--- src/rtl/usb_out_ep_pkg.sv ---
package usb_out_ep_pkg;
    typedef enum logic [1:0] {
        HS_NONE  = 2'b00,
        HS_ACK   = 2'b01,
        HS_NAK   = 2'b10,
        HS_STALL = 2'b11
    } hs_e;

    typedef enum logic [1:0] {
        RX_IDLE,
        RX_STORE,
        RX_SKIP,
        RX_HALT
    } rx_state_e;
endpackage

--- src/rtl/usb_out_ep_rx.sv ---
module usb_out_ep_rx
    import usb_out_ep_pkg::*;
#(
    parameter int MAXP = 64,
    parameter int CW   = $clog2(MAXP + 1),
    parameter int AW   = $clog2(MAXP)
) (
    input  logic          clk,
    input  logic          rst_n,
    input  logic          sop,
    input  logic          valid,
    input  logic          eop,
    input  logic          crc_err,
    input  logic          iso,
    input  logic          halt,
    input  logic          slot_free,
    output logic          wr_en,
    output logic [AW-1:0] wr_ofs,
    output logic          commit,
    output logic [CW-1:0] commit_len,
    output logic          hs_valid,
    output logic [1:0]    hs_code,
    output logic          ev_stall,
    output logic          ev_ovrun,
    output logic          ev_dataerr
);
    rx_state_e state, nxt;
    logic [CW-1:0] byte_cnt;

    always_ff @(posedge clk) begin
        if (!rst_n) begin
            state    <= RX_IDLE;
            byte_cnt <= '0;
        end else begin
            state <= nxt;
            if (state == RX_IDLE && sop)
                byte_cnt <= '0;
            else if (wr_en)
                byte_cnt <= byte_cnt + 1'b1;
        end
    end

    assign wr_ofs     = byte_cnt[AW-1:0];
    assign commit_len = byte_cnt;

    always_comb begin
        nxt        = state;
        wr_en      = 1'b0;
        commit     = 1'b0;
        hs_valid   = 1'b0;
        hs_code    = HS_NONE;
        ev_stall   = 1'b0;
        ev_ovrun   = 1'b0;
        ev_dataerr = 1'b0;
        unique case (state)
            RX_IDLE: begin
                if (sop)
                    nxt = halt ? RX_HALT : (slot_free ? RX_STORE : RX_SKIP);
            end
            RX_STORE: begin
                wr_en = valid && !sop && !eop && (byte_cnt < CW'(MAXP));
                if (sop) begin
                    nxt = RX_IDLE;
                end else if (eop) begin
                    nxt = RX_IDLE;
                    if (iso) begin
                        commit     = 1'b1;
                        ev_dataerr = crc_err;
                    end else if (!crc_err) begin
                        commit   = 1'b1;
                        hs_valid = 1'b1;
                        hs_code  = HS_ACK;
                    end
                end
            end
            RX_SKIP: begin
                if (sop) begin
                    nxt = RX_IDLE;
                end else if (eop) begin
                    nxt = RX_IDLE;
                    if (iso) begin
                        ev_ovrun = 1'b1;
                    end else if (!crc_err) begin
                        hs_valid = 1'b1;
                        hs_code  = HS_NAK;
                    end
                end
            end
            RX_HALT: begin
                if (sop) begin
                    nxt = RX_IDLE;
                end else if (eop) begin
                    nxt      = RX_IDLE;
                    hs_valid = 1'b1;
                    hs_code  = HS_STALL;
                    ev_stall = 1'b1;
                end
            end
            default: nxt = RX_IDLE;
        endcase
    end
endmodule

--- src/rtl/usb_out_ep_buf.sv ---
module usb_out_ep_buf #(
    parameter int MAXP = 64,
    parameter int CW   = $clog2(MAXP + 1),
    parameter int AW   = $clog2(MAXP)
) (
    input  logic          clk,
    input  logic          rst_n,
    input  logic          dbuf,
    input  logic          wr_en,
    input  logic [AW-1:0] wr_ofs,
    input  logic [7:0]    wr_data,
    input  logic          commit,
    input  logic [CW-1:0] commit_len,
    input  logic          pop,
    input  logic          rd_adv,
    output logic          slot_free,
    output logic          ready,
    output logic [7:0]    rd_data,
    output logic [CW-1:0] rd_len,
    output logic          present
);
    localparam int NSLOT = 2;

    logic [7:0]    mem [0:NSLOT*MAXP-1];
    logic [CW-1:0] len [NSLOT];
    logic          wr_slot, rd_slot;
    logic [AW-1:0] rd_ptr;
    logic [1:0]    depth;

    always_ff @(posedge clk) begin
        if (wr_en)
            mem[{wr_slot, wr_ofs}] <= wr_data;
    end

    for (genvar s = 0; s < NSLOT; s++) begin : g_slot
        always_ff @(posedge clk) begin
            if (!rst_n)
                len[s] <= '0;
            else if (commit && wr_slot == 1'(s))
                len[s] <= commit_len;
        end
    end

    always_ff @(posedge clk) begin
        if (!rst_n) begin
            wr_slot <= 1'b0;
            rd_slot <= 1'b0;
            rd_ptr  <= '0;
            depth   <= '0;
        end else begin
            if (commit)
                wr_slot <= ~wr_slot;
            if (pop) begin
                rd_slot <= ~rd_slot;
                rd_ptr  <= '0;
            end else if (rd_adv) begin
                rd_ptr <= rd_ptr + 1'b1;
            end
            unique case ({commit, pop})
                2'b10:   depth <= depth + 2'd1;
                2'b01:   depth <= depth - 2'd1;
                default: depth <= depth;
            endcase
        end
    end

    assign ready     = (depth != 2'd0);
    assign slot_free = dbuf ? (depth < 2'd2) : (depth == 2'd0);
    assign rd_data   = mem[{rd_slot, rd_ptr}];
    assign rd_len    = ready ? len[rd_slot] : '0;
    assign present   = (commit && depth == 2'd0) || (pop && (depth == 2'd2 || commit));
endmodule

--- src/rtl/usb_out_ep.sv ---
module usb_out_ep #(
    parameter int MAXP = 64
) (
    input  logic       clk,
    input  logic       rst_n,
    input  logic       rx_sop,
    input  logic       rx_valid,
    input  logic [7:0] rx_data,
    input  logic       rx_eop,
    input  logic       rx_crc_err,
    output logic       hs_valid,
    output logic [1:0] hs_code,
    input  logic       reg_wr_lo,
    input  logic       reg_wr_hi,
    input  logic [7:0] reg_wdata,
    output logic [7:0] reg_lo,
    output logic [7:0] reg_hi,
    output logic [7:0] cnt_lo,
    output logic [7:0] cnt_hi,
    input  logic       fifo_rd,
    output logic [7:0] fifo_rdata,
    output logic       irq
);
    localparam int CW = $clog2(MAXP + 1);
    localparam int AW = $clog2(MAXP);

    logic          iso_q, dbuf_q, halt_q, stalled_q, ovrun_q, derr_q, irq_q;
    logic          wr_en, commit, ev_stall, ev_ovrun, ev_dataerr;
    logic [AW-1:0] wr_ofs;
    logic [CW-1:0] commit_len, rd_len;
    logic          slot_free, ready, present, pop;
    logic [15:0]   cnt16;

    assign pop = reg_wr_lo && !reg_wdata[0] && ready;

    usb_out_ep_rx #(.MAXP(MAXP), .CW(CW), .AW(AW)) u_rx (
        .clk(clk), .rst_n(rst_n),
        .sop(rx_sop), .valid(rx_valid), .eop(rx_eop), .crc_err(rx_crc_err),
        .iso(iso_q), .halt(halt_q && !iso_q), .slot_free(slot_free),
        .wr_en(wr_en), .wr_ofs(wr_ofs), .commit(commit), .commit_len(commit_len),
        .hs_valid(hs_valid), .hs_code(hs_code),
        .ev_stall(ev_stall), .ev_ovrun(ev_ovrun), .ev_dataerr(ev_dataerr)
    );

    usb_out_ep_buf #(.MAXP(MAXP), .CW(CW), .AW(AW)) u_buf (
        .clk(clk), .rst_n(rst_n), .dbuf(dbuf_q),
        .wr_en(wr_en), .wr_ofs(wr_ofs), .wr_data(rx_data),
        .commit(commit), .commit_len(commit_len),
        .pop(pop), .rd_adv(fifo_rd && ready && !pop),
        .slot_free(slot_free), .ready(ready), .rd_data(fifo_rdata),
        .rd_len(rd_len), .present(present)
    );

    always_ff @(posedge clk) begin
        if (!rst_n) begin
            iso_q     <= 1'b0;
            dbuf_q    <= 1'b0;
            halt_q    <= 1'b0;
            stalled_q <= 1'b0;
            ovrun_q   <= 1'b0;
            derr_q    <= 1'b0;
            irq_q     <= 1'b0;
        end else begin
            if (reg_wr_hi) begin
                dbuf_q <= reg_wdata[7];
                iso_q  <= reg_wdata[6];
            end
            if (reg_wr_lo)
                halt_q <= reg_wdata[5];
            stalled_q <= ev_stall   | (stalled_q & !(reg_wr_lo && !reg_wdata[6]));
            ovrun_q   <= ev_ovrun   | (ovrun_q   & !(reg_wr_lo && !reg_wdata[2]));
            derr_q    <= ev_dataerr | (derr_q    & !(reg_wr_lo && !reg_wdata[3]));
            irq_q     <= present | ev_stall | ev_ovrun;
        end
    end

    assign cnt16  = 16'(rd_len);
    assign cnt_lo = cnt16[7:0];
    assign cnt_hi = cnt16[15:8];
    assign reg_lo = {1'b0, stalled_q, halt_q, 1'b0, derr_q, ovrun_q, 1'b0, ready};
    assign reg_hi = {dbuf_q, iso_q, 6'b0};
    assign irq    = irq_q;
endmodule

--- config.mk ---
export PLATFORM = sky130hd
export DESIGN_NAME = usb_out_ep
export DESIGN_NICKNAME = d
export VERILOG_FILES = /design/src/rtl/usb_out_ep_pkg.sv /design/src/rtl/usb_out_ep_rx.sv /design/src/rtl/usb_out_ep_buf.sv /design/src/rtl/usb_out_ep.sv
export SDC_FILE = /design/constraint.sdc
export NUM_CORES = 1
export LEC_CHECK = 0
export ABC_AREA = 1
export BUFFER_PORTS_ARGS = -buffer_cell sky130_fd_sc_hd__buf_2
export CAP_MARGIN = 20
export CORE_MARGIN = 2
export CORE_UTILIZATION = 40
export DETAILED_ROUTE_END_ITERATION = 7
export PLACE_DENSITY_LB_ADDON = 0.2
export SYNTH_ARGS = -nofsm -noshare
export SYNTH_HDL_FRONTEND = slang
export SYNTH_SLANG_ARGS = --single-unit
--- constraint.sdc ---
create_clock -name clk -period 3.4 [get_ports clk]
set_clock_uncertainty 0.1 [all_clocks]
set_input_delay 0.17 -clock clk [delete_from_list [all_inputs] [get_ports clk]]
set_output_delay 0.17 -clock clk [all_outputs]
set_load 0.02 [all_outputs]
Word-level counts from Yosys, hierarchy flattened
Memory sizes are Yosys's and may differ from the RTL's. A register that Yosys moved wholly into a read port is not among the register bits.
Index checks and enable logic that the tools add are counted.
{"block": "totals", "reg_bits": 26, "ram_bits": 1038, "in_bits": 25, "output_inout_bits": 44, "elab_cells": 134, "memories": 2}
{"memory": "u_buf.mem", "depth": 128, "width": 8, "rd": 1, "rd_clocked_by_memory_dff": 0, "wr": 1, "line_no": "usb_out_ep_buf.sv:24", "text": "logic [7:0] mem [0:NSLOT*MAXP-1];"}
{"memory": "u_buf.len", "depth": 2, "width": 7, "rd": 1, "rd_clocked_by_memory_dff": 1, "wr": 2, "line_no": "usb_out_ep_buf.sv:25", "text": "logic [CW-1:0] len [NSLOT];"}
{"block": "classes", "addsub": 4, "n_lt_le_gt_ge": 2, "n_eq_ne": 8, "mux": 54, "n_bitwise": 13, "reduce_logical": 38}
{"cell": "2-to-1 mux 1 bit", "count": 33}
{"cell": "2-to-1 mux 2 bit", "count": 14}
{"cell": "2-to-1 mux 7 bit", "count": 3}
{"cell": "logical AND 1 bit", "count": 16}
{"cell": "logical NOT 1 bit", "count": 11}
{"cell": "equality test 2 bit, second input constant", "count": 4}
{"cell": "one-hot mux 2 bit (2 select lines)", "count": 2}
{"cell": "adder 7 x 1 -> 7 bit, second input constant", "count": 1}
{"cell": "< comparator 7 bit, second input constant", "count": 1}
{"cell": "OR 1 bit", "count": 7}
{"cell": "adder 6 x 1 -> 6 bit, second input constant", "count": 1}
{"cell": "one-hot mux 2 bit (3 select lines)", "count": 1}
{"cell": "OR reduction 2 bit", "count": 3}
{"cell": "equality test 2 x 1 -> 1 bit, second input constant", "count": 2}
{"cell": "logical NOT 2 bit", "count": 2}
{"cell": "nonzero test 2 bit", "count": 2}
{"cell": "bitwise AND 1 bit", "count": 3}
{"cell": "inequality test 3 x 1 -> 1 bit, second input constant", "count": 1}
{"cell": "NOT 1 bit", "count": 3}
{"cell": "OR reduction 3 bit", "count": 1}
{"cell": "adder 2 x 1 -> 2 bit, second input constant", "count": 1}
{"cell": "logical OR 1 bit", "count": 2}
{"cell": "< comparator 2 bit, second input constant", "count": 1}
{"cell": "inequality test 2 bit, second input constant", "count": 1}
{"cell": "other kinds (3)", "count": 3}

Depth between registers and ports, before layout
{"block": "logic_depth", "ltp_word": 10, "depth_mapped": 16, "ltp_nobuf": 13}

Cells and area by module
Synthesis repeated with hierarchy kept, for this count alone.
{"block": "unflattened", "cells_unflattened": 4212, "hier_area_um2": 45308.5}
{"mod": "usb_out_ep_buf", "instances": 1, "cells_each": 4046, "area_each_um2": 44164.9, "seq_area_each_um2": 31390.1}
{"mod": "usb_out_ep_rx", "instances": 1, "cells_each": 101, "area_each_um2": 676.9, "seq_area_each_um2": 180.2}
{"mod": "usb_out_ep", "instances": 1, "cells_each": 65, "area_each_um2": 466.7, "seq_area_each_um2": 140.1}

Worst setup path after synthesis
OpenSTA, ideal clock, no wires.
{"block": "synth_timing", "path_kind": "register to register", "startpoint": "reg u_rx.state[1]", "endpoint": "mem u_buf.mem[101][0] (enable)", "setup_ps": 370, "arrival_time_ps": 1750, "required_time_ps": 2930, "setup_slack_ps": 1179, "stages_incl_launch_ff": 8, "path_buffers": 1, "synth_period_minus_slack_ps": 2221, "cell_sequence": "dfxtp_1 inv_1 ha_1 nand3_1 nor2_1 nand3_1 clkbuf_1 nor2_1"}
{"block": "synth_between", "elab_chain_len": 4}
{"element": "start, declared", "line_no": "usb_out_ep_rx.sv:27", "text": "rx_state_e state, nxt;"}
{"element": "start signal, assigned", "line_no": "usb_out_ep_rx.sv:35", "text": "state <= nxt;"}
{"element": "equality test 2 x 1 -> 1 bit", "line_no": "usb_out_ep_rx.sv:55", "text": "unique case (state)"}
{"element": "2-to-1 mux 1 bit", "line_no": "usb_out_ep_rx.sv:55"}
{"element": "2-to-1 mux 1 bit", "line_no": "usb_out_ep_buf.sv:31", "text": "if (wr_en)"}
{"element": "2-to-1 mux 1 bit (implied by the code)", "line_no": "usb_out_ep_buf.sv:32", "text": "mem[{wr_slot, wr_ofs}] <= wr_data;"}
{"element": "end, declared", "line_no": "usb_out_ep_buf.sv:24"}
Every way passes these cells.

Worst setup path after layout
{"block": "layout_timing", "startpoint": "reg u_buf.rd_ptr[2]", "endpoint": "out fifo_rdata[5]"}
{"block": "layout_between", "elab_chain_len": 1}
{"element": "start, declared", "line_no": "usb_out_ep_buf.sv:27", "text": "logic [AW-1:0] rd_ptr;"}
{"element": "start signal, assigned", "line_no": "usb_out_ep_buf.sv:57", "text": "rd_ptr <= rd_ptr + 1'b1;"}
{"element": "memory read (128 x 8 bit)"}
{"element": "end, declared", "line_no": "usb_out_ep.sv:21", "text": "output logic [7:0] fifo_rdata,"}
Every way passes these cells.

==> impl_results.md <==
* H-tree lvl count at 3
* Yosys cell types at 29
* Syn Area/Cell at 10.5 um2
* Gpl congestion at about 0.80
* Power Dens Cells at between 500 and 600 nW/um2
* GR peak layer: met2
* CP peak stage delay at about 0.73 ns
* CTS max path bufs at 3
* CTS tree: yes
* DP Wirelength at around 70000 um
* Setup crit start kind: register
* Largest area contributor in the netlist: edfxtp_1
* Achievable clock frequency at around 0.30 GHz
* Starting density of the core at 40.3%
* DRT Pass-1 Iters at 5
* Cts bufs inserted at around 110
* Finish-stage setup viols at 0
* Routed Antenna Nets at 0
* Tot GR Track Use at 21.1%
* Ratio of final minimum period to clock period at between 90% and 100%
* Routed Wire Length at 126000 um
* Worst Path Buf+Inv at 2
* P_leak at about 20 nW
* Final number of hold-violating endpoints at 0
* Worst-Margin Slew at ~1.0 ns
* Kind of critical path: reg2out
* Initial antenna violation count at 1
* Met1 GRT Util at between 30% and 40%
* Final Max Tran Viols at 0
* Mapped cell area at 45400 um2
* Unrepaired setup endpoints after global routing: no
* Clock latency on the worst-skew pair at about 0.70 ns
* Area Growth Syn to Fin at 15.7%
* Root buf cell: clkbuf_16
* Crit path DAT at between 3 and 4 ns
* Total grt overflow at 0
* First-pass GRT wire length at approximately 180000 um
* Hold Slack at 0.00535 ns
* Synth top area cells: edfxtp_1 (69%), nand2_1 (11%), nor2_1 (4.8%)
* Share of the synthesized area in the top cell type at about two thirds
* VDD IR max at between 0.4 and 0.5 mV
* Largest net degree at the start of global routing at about 140
* Placement row count at around 120
* Crit path capture type: primary output
* Max cap viols at 0
* CP delay by family, top: simple AND/OR/NAND/NOR gates
* Run status: finished, final reports clean
* Syn Inst Count at about 4300
* Die Span Y at ~340 um
* Post-synthesis sequential area ratio at 69.8%
* Routing usage on met3 at approximately 2.8%
* Setup TNS at 0 ns
* DRC at 0
* Via/cell ratio at just over 5
* Synthesis Warnings at 0
* Core Region at ~110000 um2
* CP required at approximately 3.1 ns
* Met2 Resource Use GR at between 30% and 40%
* IO Port Bufs at between 40 and 50
* Clock sink count at about 1100
* Layout cells sized above 1 at about a tenth
* Vias at 30600
* Die Span X at ~340 um
* Nets at ~4500
* Vias in the first global route at between 20000 and 30000
* Die area at around 120000 um2
* Starting DRT DRC Count at approximately 2900
* Worst-path clk slew at ~0.060 ns
* Crit-path slowest cell: buf_4
* Crit path max fanout at 66
* Crit-path cells: buf_4 -> nand3_1 -> nand3_1 -> nand2_1 -> nand3_1 -> nand2_1 -> nand2_1 -> nand2_2 -> buf_2
* Fin crit period at around 3.3 ns
* I/O pins at between 60 and 70
* Placed Cells incl. Taps at roughly 5800
* Tightest Hold Check Type: in2reg
* Seq cells post-synth at 1065
* WL/cell at a little over 20 um
* Relative slew slack at a little under a third
* Diodes inserted at 0
* Non-Filler Instances at approximately 6000
## synthesized netlist by cell type, drive strengths merged
library cell  number
or2               25
nand4              2
ha                 8
o211a              1
xor2               1
clkbuf            94
dfxtp             27
edfxtp          1038
conb               1
a21oi             97
a41oi              1
o21ai            196
buf              156
inv              352
nor4               1
nor3              10
nand3            409
o211ai             1
nor2             578
nand2           1332
## cell usage in the layout, fill, tap and decap left out, types with 7 or more instances in the layout
| cell type | netlist | routed |
|---|---|---|
| or2_2 | 19 | 19 |
| nor2_1 | 578 | 542 |
| a21oi_1 | 97 | 95 |
| dlygate4sd3_1 | 0 | 30 |
| nor2_4 | 0 | 7 |
| clkbuf_1 | 94 | 39 |
| nand2_1 | 1332 | 1308 |
| nor3_1 | 10 | 10 |
| buf_12 | 0 | 19 |
| bufinv_16 | 0 | 8 |
| nand3_1 | 409 | 406 |
| o21ai_0 | 187 | 185 |
| buf_16 | 0 | 13 |
| buf_6 | 23 | 14 |
| nor2_2 | 0 | 29 |
| dfxtp_1 | 27 | 24 |
| inv_1 | 348 | 347 |
| edfxtp_1 | 1038 | 1038 |
| clkinv_2 | 0 | 18 |
| clkbuf_16 | 0 | 123 |
| conb_1 | 1 | 18 |
| buf_4 | 39 | 148 |
| clkinv_1 | 0 | 12 |
| nand2_2 | 0 | 23 |
| buf_2 | 80 | 39 |
| ha_1 | 8 | 8 |
| o21ai_1 | 9 | 11 |
## final cells by class
type	instances	area, um2
Clock buffer	157	3040
Inverter	352	1360
Timing Repair Buffer	275	2800
Sequential cell	1065	31700
Timing Repair inverter	2	20.0
Tap cell	1500	1880
Clock inverter	43	432
Multi-Input combinational cell	2680	11300
Fill cell	10400	60100
## worst paths after layout
check / start / to / slack, ns / cells after the start
setup / recovery: u_buf.rd_ptr[2] / fifo_rdata[5] / 0.09 / 9
hold / removal: rx_data[6] / u_buf.mem[111][6] / 0.005 / 1
setup reg to reg: u_rx.state[1] / u_buf.mem[54][2] / 0.49 / 8
hold reg to reg: u_buf.depth[1] / u_buf.depth[1] / 0.40 / 2
## flip-flops by register name, indices dropped and copies added (netlist names), named ones only
name and cells:
dbuf_q 1, u_buf.mem 1024, u_rx.state 2, halt_q 1
iso_q 1, u_rx.commit_len 7, stalled_q 1, ovrun_q 1
derr_q 1, u_buf.len 14, u_buf.depth 2, u_buf.rd_ptr 6
u_buf.rd_slot 1, u_buf.wr_slot 1, irq 1
## per-layer routing
layer | share of wire (%) | vias up
met3 | 6.7 | 169
met1 | 44 | 14800
met2 | 46 | 1036
met5 | 0 | -
li1 | - | 14600
met4 | 2.8 | 0
## kinds of logic (layout without fill, tap and decap cells)
logic type | Yosys count | count (layout) | share of synthesized area [%]
other cells | 1 | 18 | 0.00825
compound gates | 296 | 296 | 3.28
buf+inv | 602 | 829 | 5.92
fa+ha+maj | 8 | 8 | 0.220
flops | 1065 | 1065 | 69.8
simple gates | 2357 | 2357 | 20.8
xor+xnor | 1 | 1 | 0.0193
## power breakdown
group / internal [mW] / switching (mW) / total (mW) / leakage, nW
Combinational: 0.426 / 1.06 / 1.48 / 9.17
Clock: 6.79 / 4.96 / 11.8 / 1.70
Sequential: 14.4 / 0.0177 / 14.4 / 9.57
Total: 21.6 / 6.04 / 27.7 / 20.4
## repair_timing
action / in CTS / in global routing
buffers inserted: 4 / 3
setup endpoints to repair: 8 / 8
cloned: 3 / 12
resized for setup: 41 / 57
pin swaps: 0 / 5
hold buffers: 30 / 0
hold endpoints to repair: 374 / 0
## stage by stage
step / setup slack (ns) / utilization, % / power [mW] / instance area (um2)
2_1_floorplan: 1.18 / - / 15.5 / 45500
3_5_place_dp: 0.457 / 42.6 / 16.0 / 48000
6_report: 0.0880 / 46.7 / 27.7 / 52600
5_1_grt: 0.00709 / 46.7 / 28.5 / 52600
3_3_place_gp: 0.421 / 42.6 / 16.0 / 48000
4_1_cts: 0.000998 / 46.2 / 27.8 / 52100
(Power assumes the default switching activity.)
